**config.mk**
```make
export PLATFORM = sky130hd
export DESIGN_NAME = sample_word_codec
export DESIGN_NICKNAME = d
export VERILOG_FILES = /design/src/rtl/swc_pkg.sv /design/src/rtl/swc_cfg.sv /design/src/rtl/swc_pack.sv /design/src/rtl/swc_unpack.sv /design/src/rtl/sample_word_codec.sv
export SDC_FILE = /design/constraint.sdc
export NUM_CORES = 1
export LEC_CHECK = 0
export BUFFER_PORTS_ARGS = -buffer_cell sky130_fd_sc_hd__buf_2
export CELL_PAD_IN_SITES_DETAIL_PLACEMENT = 0
export CELL_PAD_IN_SITES_GLOBAL_PLACEMENT = 1
export CORE_MARGIN = 1.5
export CORE_UTILIZATION = 40
export DETAILED_ROUTE_END_ITERATION = 8
export HOLD_SLACK_MARGIN = 0.02
export PLACE_DENSITY_LB_ADDON = 0.1
export SYNTH_ARGS = -nofsm -noshare
export SYNTH_HDL_FRONTEND = slang
export SYNTH_SLANG_ARGS = --single-unit
```
**constraint.sdc**
```tcl
create_clock -name clk -period 3.6 [get_ports clk]
set_input_delay 0.54 -clock clk [delete_from_list [all_inputs] [get_ports clk]]
set_output_delay 0.54 -clock clk [all_outputs]
set_load 0.01 [all_outputs]
```
**src/rtl/swc_pkg.sv**
```systemverilog
package swc_pkg;

    localparam int WORD_W   = 32;
    localparam int HALF_W   = WORD_W / 2;
    localparam int NARROW_W = 10;
    localparam int SLOT_W   = 2;

    typedef enum logic [1:0] {
        FMT_W32 = 2'd0,
        FMT_P16 = 2'd1,
        FMT_U16 = 2'd2,
        FMT_P10 = 2'd3
    } fmt_e;

    typedef struct packed {
        fmt_e fmt;
        logic hi_half;
    } cfg_t;

    function automatic logic [SLOT_W-1:0] last_slot(fmt_e f);
        case (f)
            FMT_P16: return 2'd1;
            FMT_P10: return 2'd2;
            default: return 2'd0;
        endcase
    endfunction

    function automatic logic [WORD_W-1:0] half_lane(logic hi, logic [HALF_W-1:0] v);
        return hi ? {v, {HALF_W{1'b0}}} : {{HALF_W{1'b0}}, v};
    endfunction

    function automatic logic [WORD_W-1:0] place(cfg_t c, logic [SLOT_W-1:0] slot,
                                                logic [WORD_W-1:0] s);
        logic [WORD_W-1:0] narrow;
        narrow = {{(WORD_W-NARROW_W){1'b0}}, s[NARROW_W-1:0]};
        case (c.fmt)
            FMT_P16: return half_lane(slot[0], s[HALF_W-1:0]);
            FMT_U16: return half_lane(c.hi_half, s[HALF_W-1:0]);
            FMT_P10: return narrow << (NARROW_W * int'(slot));
            default: return s;
        endcase
    endfunction

    function automatic logic [WORD_W-1:0] extract(cfg_t c, logic [SLOT_W-1:0] slot,
                                                  logic [WORD_W-1:0] w);
        logic [WORD_W-1:0] shifted;
        shifted = w >> (NARROW_W * int'(slot));
        case (c.fmt)
            FMT_P16: return slot[0] ? {{HALF_W{1'b0}}, w[WORD_W-1:HALF_W]}
                                    : {{HALF_W{1'b0}}, w[HALF_W-1:0]};
            FMT_U16: return c.hi_half ? {{HALF_W{1'b0}}, w[WORD_W-1:HALF_W]}
                                      : {{HALF_W{1'b0}}, w[HALF_W-1:0]};
            FMT_P10: return {{(WORD_W-NARROW_W){1'b0}}, shifted[NARROW_W-1:0]};
            default: return w;
        endcase
    endfunction

endpackage

```
**src/rtl/swc_cfg.sv**
```systemverilog
module swc_cfg
    import swc_pkg::*;
(
    input  logic       clk,
    input  logic       rst,
    input  logic       cfg_wr,
    input  logic [1:0] cfg_fmt,
    input  logic       cfg_hi,
    input  logic       busy,
    output cfg_t       cfg_q,
    output logic       cfg_err
);

    always_ff @(posedge clk) begin
        if (rst) begin
            cfg_q.fmt     <= FMT_W32;
            cfg_q.hi_half <= 1'b0;
            cfg_err       <= 1'b0;
        end else begin
            cfg_err <= 1'b0;
            if (cfg_wr) begin
                if (busy) begin
                    cfg_err <= 1'b1;
                end else begin
                    cfg_q.fmt     <= fmt_e'(cfg_fmt);
                    cfg_q.hi_half <= cfg_hi;
                end
            end
        end
    end

endmodule

```
**src/rtl/swc_pack.sv**
```systemverilog
module swc_pack
    import swc_pkg::*;
(
    input  logic              clk,
    input  logic              rst,
    input  cfg_t              cfg,
    input  logic              s_valid,
    output logic              s_ready,
    input  logic [WORD_W-1:0] s_data,
    input  logic              flush,
    output logic              w_valid,
    input  logic              w_ready,
    output logic [WORD_W-1:0] w_data,
    output logic              busy
);

    logic [WORD_W-1:0] acc;
    logic [SLOT_W-1:0] slot;
    logic [WORD_W-1:0] merged;
    logic              out_free;
    logic              take;
    logic              full;
    logic              flush_go;

    assign out_free = !w_valid || w_ready;
    assign s_ready  = out_free;
    assign take     = s_valid && out_free;
    assign merged   = acc | place(cfg, slot, s_data);
    assign full     = (slot == last_slot(cfg.fmt));
    assign flush_go = flush && !s_valid && (slot != '0) && out_free;
    assign busy     = w_valid || (slot != '0);

    always_ff @(posedge clk) begin
        if (rst) begin
            acc     <= '0;
            slot    <= '0;
            w_valid <= 1'b0;
            w_data  <= '0;
        end else begin
            if (w_valid && w_ready) begin
                w_valid <= 1'b0;
            end
            if (take) begin
                if (full) begin
                    w_data  <= merged;
                    w_valid <= 1'b1;
                    acc     <= '0;
                    slot    <= '0;
                end else begin
                    acc  <= merged;
                    slot <= slot + 2'd1;
                end
            end else if (flush_go) begin
                w_data  <= acc;
                w_valid <= 1'b1;
                acc     <= '0;
                slot    <= '0;
            end
        end
    end

endmodule

```
**src/rtl/swc_unpack.sv**
```systemverilog
module swc_unpack
    import swc_pkg::*;
(
    input  logic              clk,
    input  logic              rst,
    input  cfg_t              cfg,
    input  logic              w_valid,
    output logic              w_ready,
    input  logic [WORD_W-1:0] w_data,
    output logic              s_valid,
    input  logic              s_ready,
    output logic [WORD_W-1:0] s_data,
    output logic              busy
);

    logic [WORD_W-1:0] wbuf;
    logic [SLOT_W-1:0] idx;
    logic              have;
    logic              at_last;

    assign at_last = (idx == last_slot(cfg.fmt));
    assign s_valid = have;
    assign s_data  = extract(cfg, idx, wbuf);
    assign w_ready = !have || (s_ready && at_last);
    assign busy    = have;

    always_ff @(posedge clk) begin
        if (rst) begin
            wbuf <= '0;
            idx  <= '0;
            have <= 1'b0;
        end else if (have && s_ready) begin
            if (at_last) begin
                idx  <= '0;
                have <= w_valid;
                if (w_valid) begin
                    wbuf <= w_data;
                end
            end else begin
                idx <= idx + 2'd1;
            end
        end else if (!have && w_valid) begin
            have <= 1'b1;
            wbuf <= w_data;
            idx  <= '0;
        end
    end

endmodule

```
**src/rtl/sample_word_codec.sv**
```systemverilog
module sample_word_codec
    import swc_pkg::*;
(
    input  logic              clk,
    input  logic              rst,
    input  logic              cfg_wr,
    input  logic [1:0]        cfg_fmt,
    input  logic              cfg_hi,
    output logic              cfg_err,
    input  logic              s_in_valid,
    output logic              s_in_ready,
    input  logic [WORD_W-1:0] s_in_data,
    input  logic              flush,
    output logic              w_out_valid,
    input  logic              w_out_ready,
    output logic [WORD_W-1:0] w_out_data,
    input  logic              w_in_valid,
    output logic              w_in_ready,
    input  logic [WORD_W-1:0] w_in_data,
    output logic              s_out_valid,
    input  logic              s_out_ready,
    output logic [WORD_W-1:0] s_out_data
);

    cfg_t cfg_q;
    logic pack_busy;
    logic unpack_busy;
    logic cfg_busy;

    assign cfg_busy = pack_busy || unpack_busy;

    swc_cfg u_cfg (
        .clk     (clk),
        .rst     (rst),
        .cfg_wr  (cfg_wr),
        .cfg_fmt (cfg_fmt),
        .cfg_hi  (cfg_hi),
        .busy    (cfg_busy),
        .cfg_q   (cfg_q),
        .cfg_err (cfg_err)
    );

    swc_pack u_pack (
        .clk     (clk),
        .rst     (rst),
        .cfg     (cfg_q),
        .s_valid (s_in_valid),
        .s_ready (s_in_ready),
        .s_data  (s_in_data),
        .flush   (flush),
        .w_valid (w_out_valid),
        .w_ready (w_out_ready),
        .w_data  (w_out_data),
        .busy    (pack_busy)
    );

    swc_unpack u_unpack (
        .clk     (clk),
        .rst     (rst),
        .cfg     (cfg_q),
        .w_valid (w_in_valid),
        .w_ready (w_in_ready),
        .w_data  (w_in_data),
        .s_valid (s_out_valid),
        .s_ready (s_out_ready),
        .s_data  (s_out_data),
        .busy    (unpack_busy)
    );

endmodule

```
==> results of run 1 <==
state kept, by name, summed over array words and instances, names as in the netlist:
| name | count |
|---|---|
| u_unpack.wbuf | 32 |
| u_pack.w_data | 32 |
| u_cfg.cfg_err | 1 |
| u_pack.w_valid | 1 |
| u_pack.slot | 2 |
| u_cfg.cfg_q | 3 |
| u_pack.acc | 32 |
| u_unpack.busy | 1 |
| u_unpack.idx | 2 |
per-layer routing:
layer / vias up / share of wire / wire (µm) / track usage
met2: 175 / 0.43 / 6713 / 0.3349
met5: - / 0 / 0 / 0
met4: 0 / 0.013 / 203 / 0.05122
met1: 2302 / 0.48 / 7457 / 0.3413
li1: 2369 / - / - / -
met3: 13 / 0.076 / 1174 / 0.06798
power by group:
part / switching [W] / leakage (nW) / total [W] / internal, W
Combinational: 0.000277 / 1.65 / 0.000473 / 0.000197
Clock: 0.000453 / 0.138 / 0.000963 / 0.000510
Sequential: 0.0000588 / 0.867 / 0.00130 / 0.00124
Total: 0.000788 / 2.65 / 0.00273 / 0.00195
synthesized netlist by cell type, types with 14 or more instances:
master	count
a211oi_1	14
a21oi_1	48
a22oi_1	30
and2_1	21
buf_2	16
clkbuf_1	23
dfxtp_1	106
mux2i_1	38
nand2_1	33
nor2_1	100
o211ai_1	19
o21ai_0	21
cell type report:
type	count	area, µm²	share of cell area
timing repair buffer	152	783.3	0.1270
inverter	13	48.80	0.007914
clock buffer	11	252.7	0.04099
antenna	1	2.502	0.0004058
tap	172	215.2	0.03490
clock inverter	5	37.54	0.006088
multi-input combinational	424	2704	0.4385
sequential	106	2122	0.3442
per-stage QoR:
stage	std cells	utilization	cell area [µm²]	total power, W	hold slack [ns]
floorplan	592	-	5142	0.001621	0.4244
global route	883	0.4904	6163	0.002870	0.4122
finish	884	0.4906	6166	0.002734	0.4189
detailed placement	867	0.4673	5873	0.001800	0.4433
CTS	883	0.4904	6163	0.002770	0.4097
global placement	867	0.4673	5873	0.001791	0.4375
cell usage in the layout (no fill, tap or decap), types with 13 or more instances in the layout:
cell type  count
and2_1        21
dfxtp_1      106
buf_2        143
a211oi_1      14
mux2i_1       38
nor2_1       100
a21oi_1       48
inv_1         13
o211ai_1      19
a22oi_1       30
nand2_1       33
o21ai_0       21
cells by family after synthesis:
group / Yosys count / share of synthesized area
buffers and inverters: 62 / 0.06156
muxes: 40 / 0.08272
AOI/OAI and AO/OA: 182 / 0.2572
and+or+nand+nor: 201 / 0.1835
DFF: 106 / 0.4127
adders and majority gates: 1 / 0.002433
worst max-delay path by stage:
stage                     slack (ns)  depth (start not counted)      startpoint             to
after global placement          0.95                          5  u_cfg.cfg_q[1]  s_out_data[8]
after global routing            0.31                          5  u_cfg.cfg_q[1]  s_out_data[7]
after CTS                       0.45                          5  u_cfg.cfg_q[1]  s_out_data[7]
after floorplan                 1.53                          7  u_cfg.cfg_q[1]  s_out_data[0]
final                           0.47                          5  u_cfg.cfg_q[1]  s_out_data[7]
after detailed placement        0.84                          5  u_cfg.cfg_q[1]  s_out_data[7]
critical path: stages (launching register included):
cell and delay, ns:
dfxtp_1 0.62, buf_4 0.31, and3b_1 0.34, o21bai_2 0.41, a221o_1 0.42, buf_2 0.14
==> metrics, run 1 <==
Yosys reg bits 106; final setup fails 0; Post-synth EDFFs 0; cell taking the most area after synthesis dfxtp_1; WP data arrival 2.59 ns; top cells by area, synth dfxtp_1, mux2i_1, nor2_1; fin crit share 0.8708; worst hold stages 3; Req. time, crit path 3.06 ns; crit path capture type primary output; PortBufs 143; overall routing resource usage 0.2320; I/O pin total 144; CP Max Fanout 20; slew margin rel. 0.3679; Final HPWL DP 11,200 µm; Core Region 12,570 µm²; FF-to-FF path depth 5; FF-to-FF setup slack 0.96 ns; worst r2r src u_pack.slot[0]; Post-Syn Nets 668; Hold EP u_unpack.wbuf[20]; skew final 0.006554 ns; # DRC 0; f_max 0.3190 GHz; worst setup margin 0.4652 ns; Yosys top cell area share 0.4127; Post-synth ARST share 0; Area growth syn-to-layout 19.90%; initial antenna violation count 1; vias in the first global route 4,263; Worst-Margin Slew 0.9398 ns; die area 13,550 µm²; Initial Util 0.4092; Routability Congestion 0.8403; first-pass GRT wire length 23,740 µm; hold buffers post-CTS 0; hold path startpoint w_in_data[20]; final slew viol count 0; Final ANT Viol Nets 0; Mapped Area 5142 µm²; worst reg2reg path endpoint u_pack.acc[20]; Iteration-0 DRC Markers 406; Sinks on Clock Net 106; CTS tree built; clock slew at reported path FFs 0.07 ns; min-delay worst type primary input to flop; chip height 116.4 µm; total CTS buffers 9; CTS max path bufs 2; Nets 782; Peak supply drop 0.2807 mV; MaxCap Viol Count 0; vias 4,859; worst setup path class flop to primary output; Syn Area/Cell 8.687 µm²; Site Rows 41; DR WL/cell 17.59 µm; Post-CTS Setup Bufs 0; vias per std cell 5.497; first-pass iteration count of the detailed router 5; minimum clock period 3.135 ns; die width 116.4 µm; Place WS 0.8387 ns; Final Hold Fails 0; sequential fraction of the synthesis area 0.4127; status finished clean; number of H-tree levels 3; PD cells 443.4 nW/µm²; Detailed Route WL 15,550 µm; Root Driver clkbuf_16; Critical Path Start Type flop; FILL cells 1,287; largest net degree at the start of global routing 64; GRT overflow 0; P_leak 2.653 nW; RSZ-0062 raised after global routing no; Post-CTS Resized 0; cells after synthesis 592; Post-synth top flop dfxtp_1; setup TNS after final layout 0 ns; clock latency on the worst-skew pair 0.35 ns; post-synth cell types 51; Ys Warns 0; proportion of layout cells with a drive suffix above 1 0.2546
Power figures use the tool's default switching activity.
==> run 2: changes to the inputs <==
- CORE_ASPECT_RATIO: default -> 1.1
- CORE_MARGIN: 1.5 -> 2
- CTS_CLUSTER_DIAMETER: default -> 150
==> metrics, run 2 (same netlist as run 1, synthesis figures left out) <==
Placed Area 5854 µm² (-0.32%); status finished clean; CTS tree built; PD cells 452.4 nW/µm² (+2.0%); Detailed Route WL 15,590 µm (+0.28%); Post-CTS Resized 0 (unchanged); min-delay worst type primary input to flop; slew margin rel. 0.2982 (-0.06963); vias in the first global route 4,552 (+6.8%); Final ANT Viol Nets 0 (unchanged); # DRC 0 (unchanged); largest net degree at the start of global routing 42 (-34%); fin crit share 0.8952 (+0.02442); total CTS buffers 9 (unchanged); Sinks on Clock Net 106 (unchanged); PortBufs 143 (unchanged); chip height 122.9 µm (+5.6%); Critical Path Start Type flop; CP Max Fanout 31 (+55%); hold buffers post-CTS 0 (unchanged); worst setup path class flop to primary output; overall routing resource usage 0.2265 (-0.005509); worst r2r src u_cfg.cfg_q[2]; I/O pin total 144 (unchanged); Final Hold Fails 0 (unchanged); final slew viol count 0 (unchanged); post-route cell area 6158 µm² (-0.12%); final setup fails 0 (unchanged); DR WL/cell 17.98 µm (+2.2%); worst hold stages 3 (unchanged); Routability Congestion 0.8158 (-2.9%); Post-CTS Setup Bufs 0 (unchanged); most common cell after layout, fill and taps aside buf_2; die width 112.1 µm (-3.7%); CTS max path bufs 2 (unchanged); initial antenna violation count 0 (-1); number of H-tree levels 3 (unchanged); WP data arrival 2.68 ns (+0.09 ns); first-pass iteration count of the detailed router 5 (unchanged); vias per std cell 5.585 (+1.6%); GRT overflow 0 (unchanged); Peak supply drop 0.2621 mV (-6.6%); Hold EP u_unpack.wbuf[19]; Final HPWL DP 11,130 µm (-0.67%); Worst-Margin Slew 1.049 ns (+0.1090 ns); final non-filler cell total 867 (-1.9%); commonest cells after routing, fill and taps aside buf_2, dfxtp_1, nor2_1; vias 4,842 (-0.35%); Site Rows 43 (+4.9%); clock slew at reported path FFs 0.07 ns (about the same); f_max 0.3103 GHz (-2.7%); Nets 782 (unchanged); MaxCap Viol Count 0 (unchanged); Root Driver clkbuf_16; setup TNS after final layout 0 ns (unchanged); Iteration-0 DRC Markers 303 (-25%); RSZ-0062 raised after global routing no; proportion of layout cells with a drive suffix above 1 0.2535 (-0.001050); P_leak 2.663 nW (+0.36%); Req. time, crit path 3.06 ns (about the same); Area growth syn-to-layout 19.76%; # diodes 0 (-1); crit path capture type primary output; first-pass GRT wire length 24,320 µm (+2.5%); Core Region 12,590 µm² (+0.17%); die area 13,780 µm² (+1.7%); Initial Util 0.4085 (-0.0006913); worst reg2reg path endpoint u_pack.acc[6]; placed cell count 852 (-1.7%); biggest regs u_pack.acc: 32 flops, u_pack.w_data: 32 flops, u_unpack.wbuf: 32 flops; clock latency on the worst-skew pair 0.35 ns (about the same); FF-to-FF setup slack 0.72 ns (-0.24 ns); skew final 0.006195 ns (-0.0003597 ns); FF-to-FF path depth 5 (unchanged); hold path startpoint w_in_data[19]; minimum clock period 3.223 ns (+0.08792 ns)
==> run 2: changes by cell type in the layout (fill, tap and decap cells not counted), sizes merged <==
cell and delta:
diode -1, inv -1, bufinv +1, clkinvlp -1
==> run 2: metal layers <==
layer | wire length, µm | track usage
met1 | 6591 | 0.2706
met2 | 7818 | 0.4014
met3 | 732 | 0.03382
met4 | 448 | 0.1090
met5 | 0 | 0
==> run 2: critical path: stages, from the launching register on <==
cell and delay [ns]:
dfxtp_1 0.96, and3b_1 0.55, o21bai_2 0.39, a21oi_1 0.15
o21ai_0 0.11, buf_2 0.17
==> run 2: power by group <==
| group | total, W | switching, W | internal, W |
|---|---|---|---|
| registers | 0.00130 | 0.0000621 | 0.00124 |
| logic | 0.000470 | 0.000273 | 0.000197 |
| clock network | 0.00101 | 0.000441 | 0.000574 |
| total | 0.00279 | 0.000777 | 0.00201 |
==> run 2: metrics by stage <==
stage | hold slack [ns] | power, W | setup slack (ns) | utilization
final | 0.4203 | 0.002786 | 0.3773 | 0.4892
after global routing | 0.4171 | 0.002923 | 0.06904 | 0.4892
after CTS | 0.4113 | 0.002817 | 0.3596 | 0.4892
after detailed placement | 0.4414 | 0.001799 | 0.7491 | 0.4650
after global placement | 0.4360 | 0.001793 | 0.8006 | 0.4650
after floorplan | 0.4244 | 0.001621 | 1.533 | -
==> run 2: area by class of cell <==
type	instances	area, µm²
sequential	106	2122
tap	157	196.4
timing repair buffer	152	783.3
fill	1244	6431
clock buffer	11	252.7
multi-input combinational	424	2704
clock inverter	4	51.30
inverter	13	48.80
==> run 2: worst max path at each step <==
stage | from | endpoint | cells past startpoint
6_report | u_cfg.cfg_q[2] | s_out_data[4] | 5
5_1_grt | u_cfg.cfg_q[2] | s_out_data[4] | 5
4_1_cts | u_cfg.cfg_q[2] | s_out_data[4] | 5
3_5_place_dp | u_cfg.cfg_q[2] | s_out_data[4] | 5
3_3_place_gp | u_cfg.cfg_q[2] | s_out_data[4] | 5
2_1_floorplan | u_cfg.cfg_q[1] | s_out_data[0] | 7
==> run 3: changes to the inputs <==
- CORE_MARGIN: 2 -> 5
==> metrics, run 3 (same netlist as run 1, synthesis figures left out) <==
die width 118.1 µm (+5.4%); clock slew at reported path FFs 0.07 ns (about the same); number of H-tree levels 3 (unchanged); largest net degree at the start of global routing 73 (+74%); worst setup path class flop to primary output; Final HPWL DP 11,400 µm (+2.5%); CP Max Fanout 31 (unchanged); Overall Power 0.002777 W (-0.31%); clock latency on the worst-skew pair 0.35 ns (about the same); final slew viol count 0 (unchanged); Site Rows 43 (unchanged); slowest CP cell dfxtp_1; # DRC 0 (unchanged); total CTS buffers 9 (unchanged); first-pass iteration count of the detailed router 5 (unchanged); Final Hold Fails 0 (unchanged); Req. time, crit path 3.06 ns (about the same); vias per std cell 5.536 (-0.87%); min-delay worst type primary input to flop; overall routing resource usage 0.2060 (-0.02055); proportion of layout cells with a drive suffix above 1 0.2500 (-0.003521); PortBufs 143 (unchanged); initial antenna violation count 2 (+2); Nets 780 (-0.26%); crit-path cells and3b_1 > o21bai_2 > a21oi_1 > o21ai_0 > buf_2; Core Region 12,590 µm² (unchanged); PD cells 451.2 nW/µm² (-0.27%); vias 4,789 (-1.1%); hold buffers post-CTS 0 (unchanged); I/O pin total 144 (unchanged); f_max 0.3083 GHz (-0.64%); setup TNS after final layout 0 ns (unchanged); Initial Util 0.4085 (unchanged); most common cell after layout, fill and taps aside buf_2; RSZ-0062 raised after global routing no; biggest regs u_pack.acc: 32 flops, u_pack.w_data: 32 flops, u_unpack.wbuf: 32 flops; MaxCap Viol Count 0 (unchanged); chip height 128.9 µm (+4.9%); CTS max path bufs 2 (unchanged); Iteration-0 DRC Markers 288 (-5.0%); Sinks on Clock Net 106 (unchanged); final non-filler cell total 865 (-0.23%); Routability Congestion 0.8551 (+4.8%); final setup fails 0 (unchanged); Final ANT Viol Nets 0 (unchanged); Area growth syn-to-layout 19.71% (about the same); die area 15,230 µm² (+10%); crit path capture type primary output; first-pass GRT wire length 25,070 µm (+3.1%); commonest cells after routing, fill and taps aside buf_2, dfxtp_1, nor2_1; slew margin rel. 0.3017 (+0.003484); Post-CTS Setup Bufs 0 (unchanged); Post-CTS Resized 0 (unchanged); fin crit share 0.9010 (+0.005788); CP max stage delay 0.97 ns (about the same); DR WL/cell 18.44 µm (+2.6%); Peak supply drop 0.2621 mV (about the same); Critical Path Start Type flop; placed cell count 850 (-0.23%); minimum clock period 3.244 ns (+0.02084 ns); WP data arrival 2.70 ns (+0.02 ns); Root Driver clkbuf_16; status finished clean; Detailed Route WL 15,950 µm (+2.3%); vias in the first global route 4,598 (+1.0%); P_leak 2.659 nW (-0.15%); GRT overflow 0 (unchanged); Worst-Margin Slew 1.044 ns (-0.005208 ns); skew final 0.006028 ns (-0.0001672 ns); # diodes 0 (unchanged); CTS tree built
-- run 3: cell types whose count changed in the layout (fill, tap and decap cells not counted) --
cell        before  now
clkbuf_1         0    1
buf_12           0    1
inv_6            0    1
clkinvlp_4       1    0
clkinv_2         1    0
buf_4            9    6
-- run 3: cell type report --
| type | count | area (µm²) |
|---|---|---|
| well taps | 157 | 196.4 |
| clock inverters | 3 | 47.55 |
| flip-flops and latches | 106 | 2122 |
| clock buffers | 12 | 256.5 |
| inverters | 13 | 48.80 |
| fillers | 1289 | 6434 |
| repair buffers | 150 | 780.7 |
| multi-input cells | 424 | 2704 |
-- run 3: final timing paths --
kind                                   startpoint  cells past startpoint                 to  slack (ns)
worst min register to register  u_pack.w_data[26]                      2  u_pack.w_data[26]        0.45
worst max-delay path               u_cfg.cfg_q[2]                      5      s_out_data[5]        0.36
worst max register to register     u_cfg.cfg_q[2]                      5      u_pack.acc[2]        0.76
worst min-delay path                w_in_data[10]                      3  u_unpack.wbuf[10]        0.42
-- run 3: power by group --
part,internal (W),leakage [nW],switching (W)
Combinational,0.000197,1.64,0.000271
Clock,0.000578,0.149,0.000428
Sequential,0.00124,0.867,0.0000650
Total,0.00201,2.66,0.000764
-- run 3: per-layer routing --
| layer | track usage | wire, µm | up-vias |
|---|---|---|---|
| li1 | - | - | 2355 |
| met1 | 0.2438 | 6424 | 2210 |
| met2 | 0.3592 | 8021 | 183 |
| met3 | 0.04264 | 979 | 37 |
| met4 | 0.09514 | 507 | 4 |
| met5 | 0 | 19 | - |
-- run 3: metrics by stage --
stage / hold WS [ns] / cell area [µm²] / utilization / worst slack, ns
after floorplan: 0.4244 / 5142 / - / 1.533
after global placement: 0.4363 / 5852 / 0.4648 / 0.8198
after detailed placement: 0.4420 / 5852 / 0.4648 / 0.7674
after CTS: 0.4067 / 6156 / 0.4890 / 0.3914
after global routing: 0.4244 / 6156 / 0.4890 / 0.07860
final: 0.4209 / 6156 / 0.4890 / 0.3564
-- run 3: worst max-delay path, delay by kind of cell, from the launching register on --
kind | cells | cell delay [ns]
simple gates | 1 | 0.56
flops | 1 | 0.97
compound gates | 3 | 0.64
buf+inv | 1 | 0.18
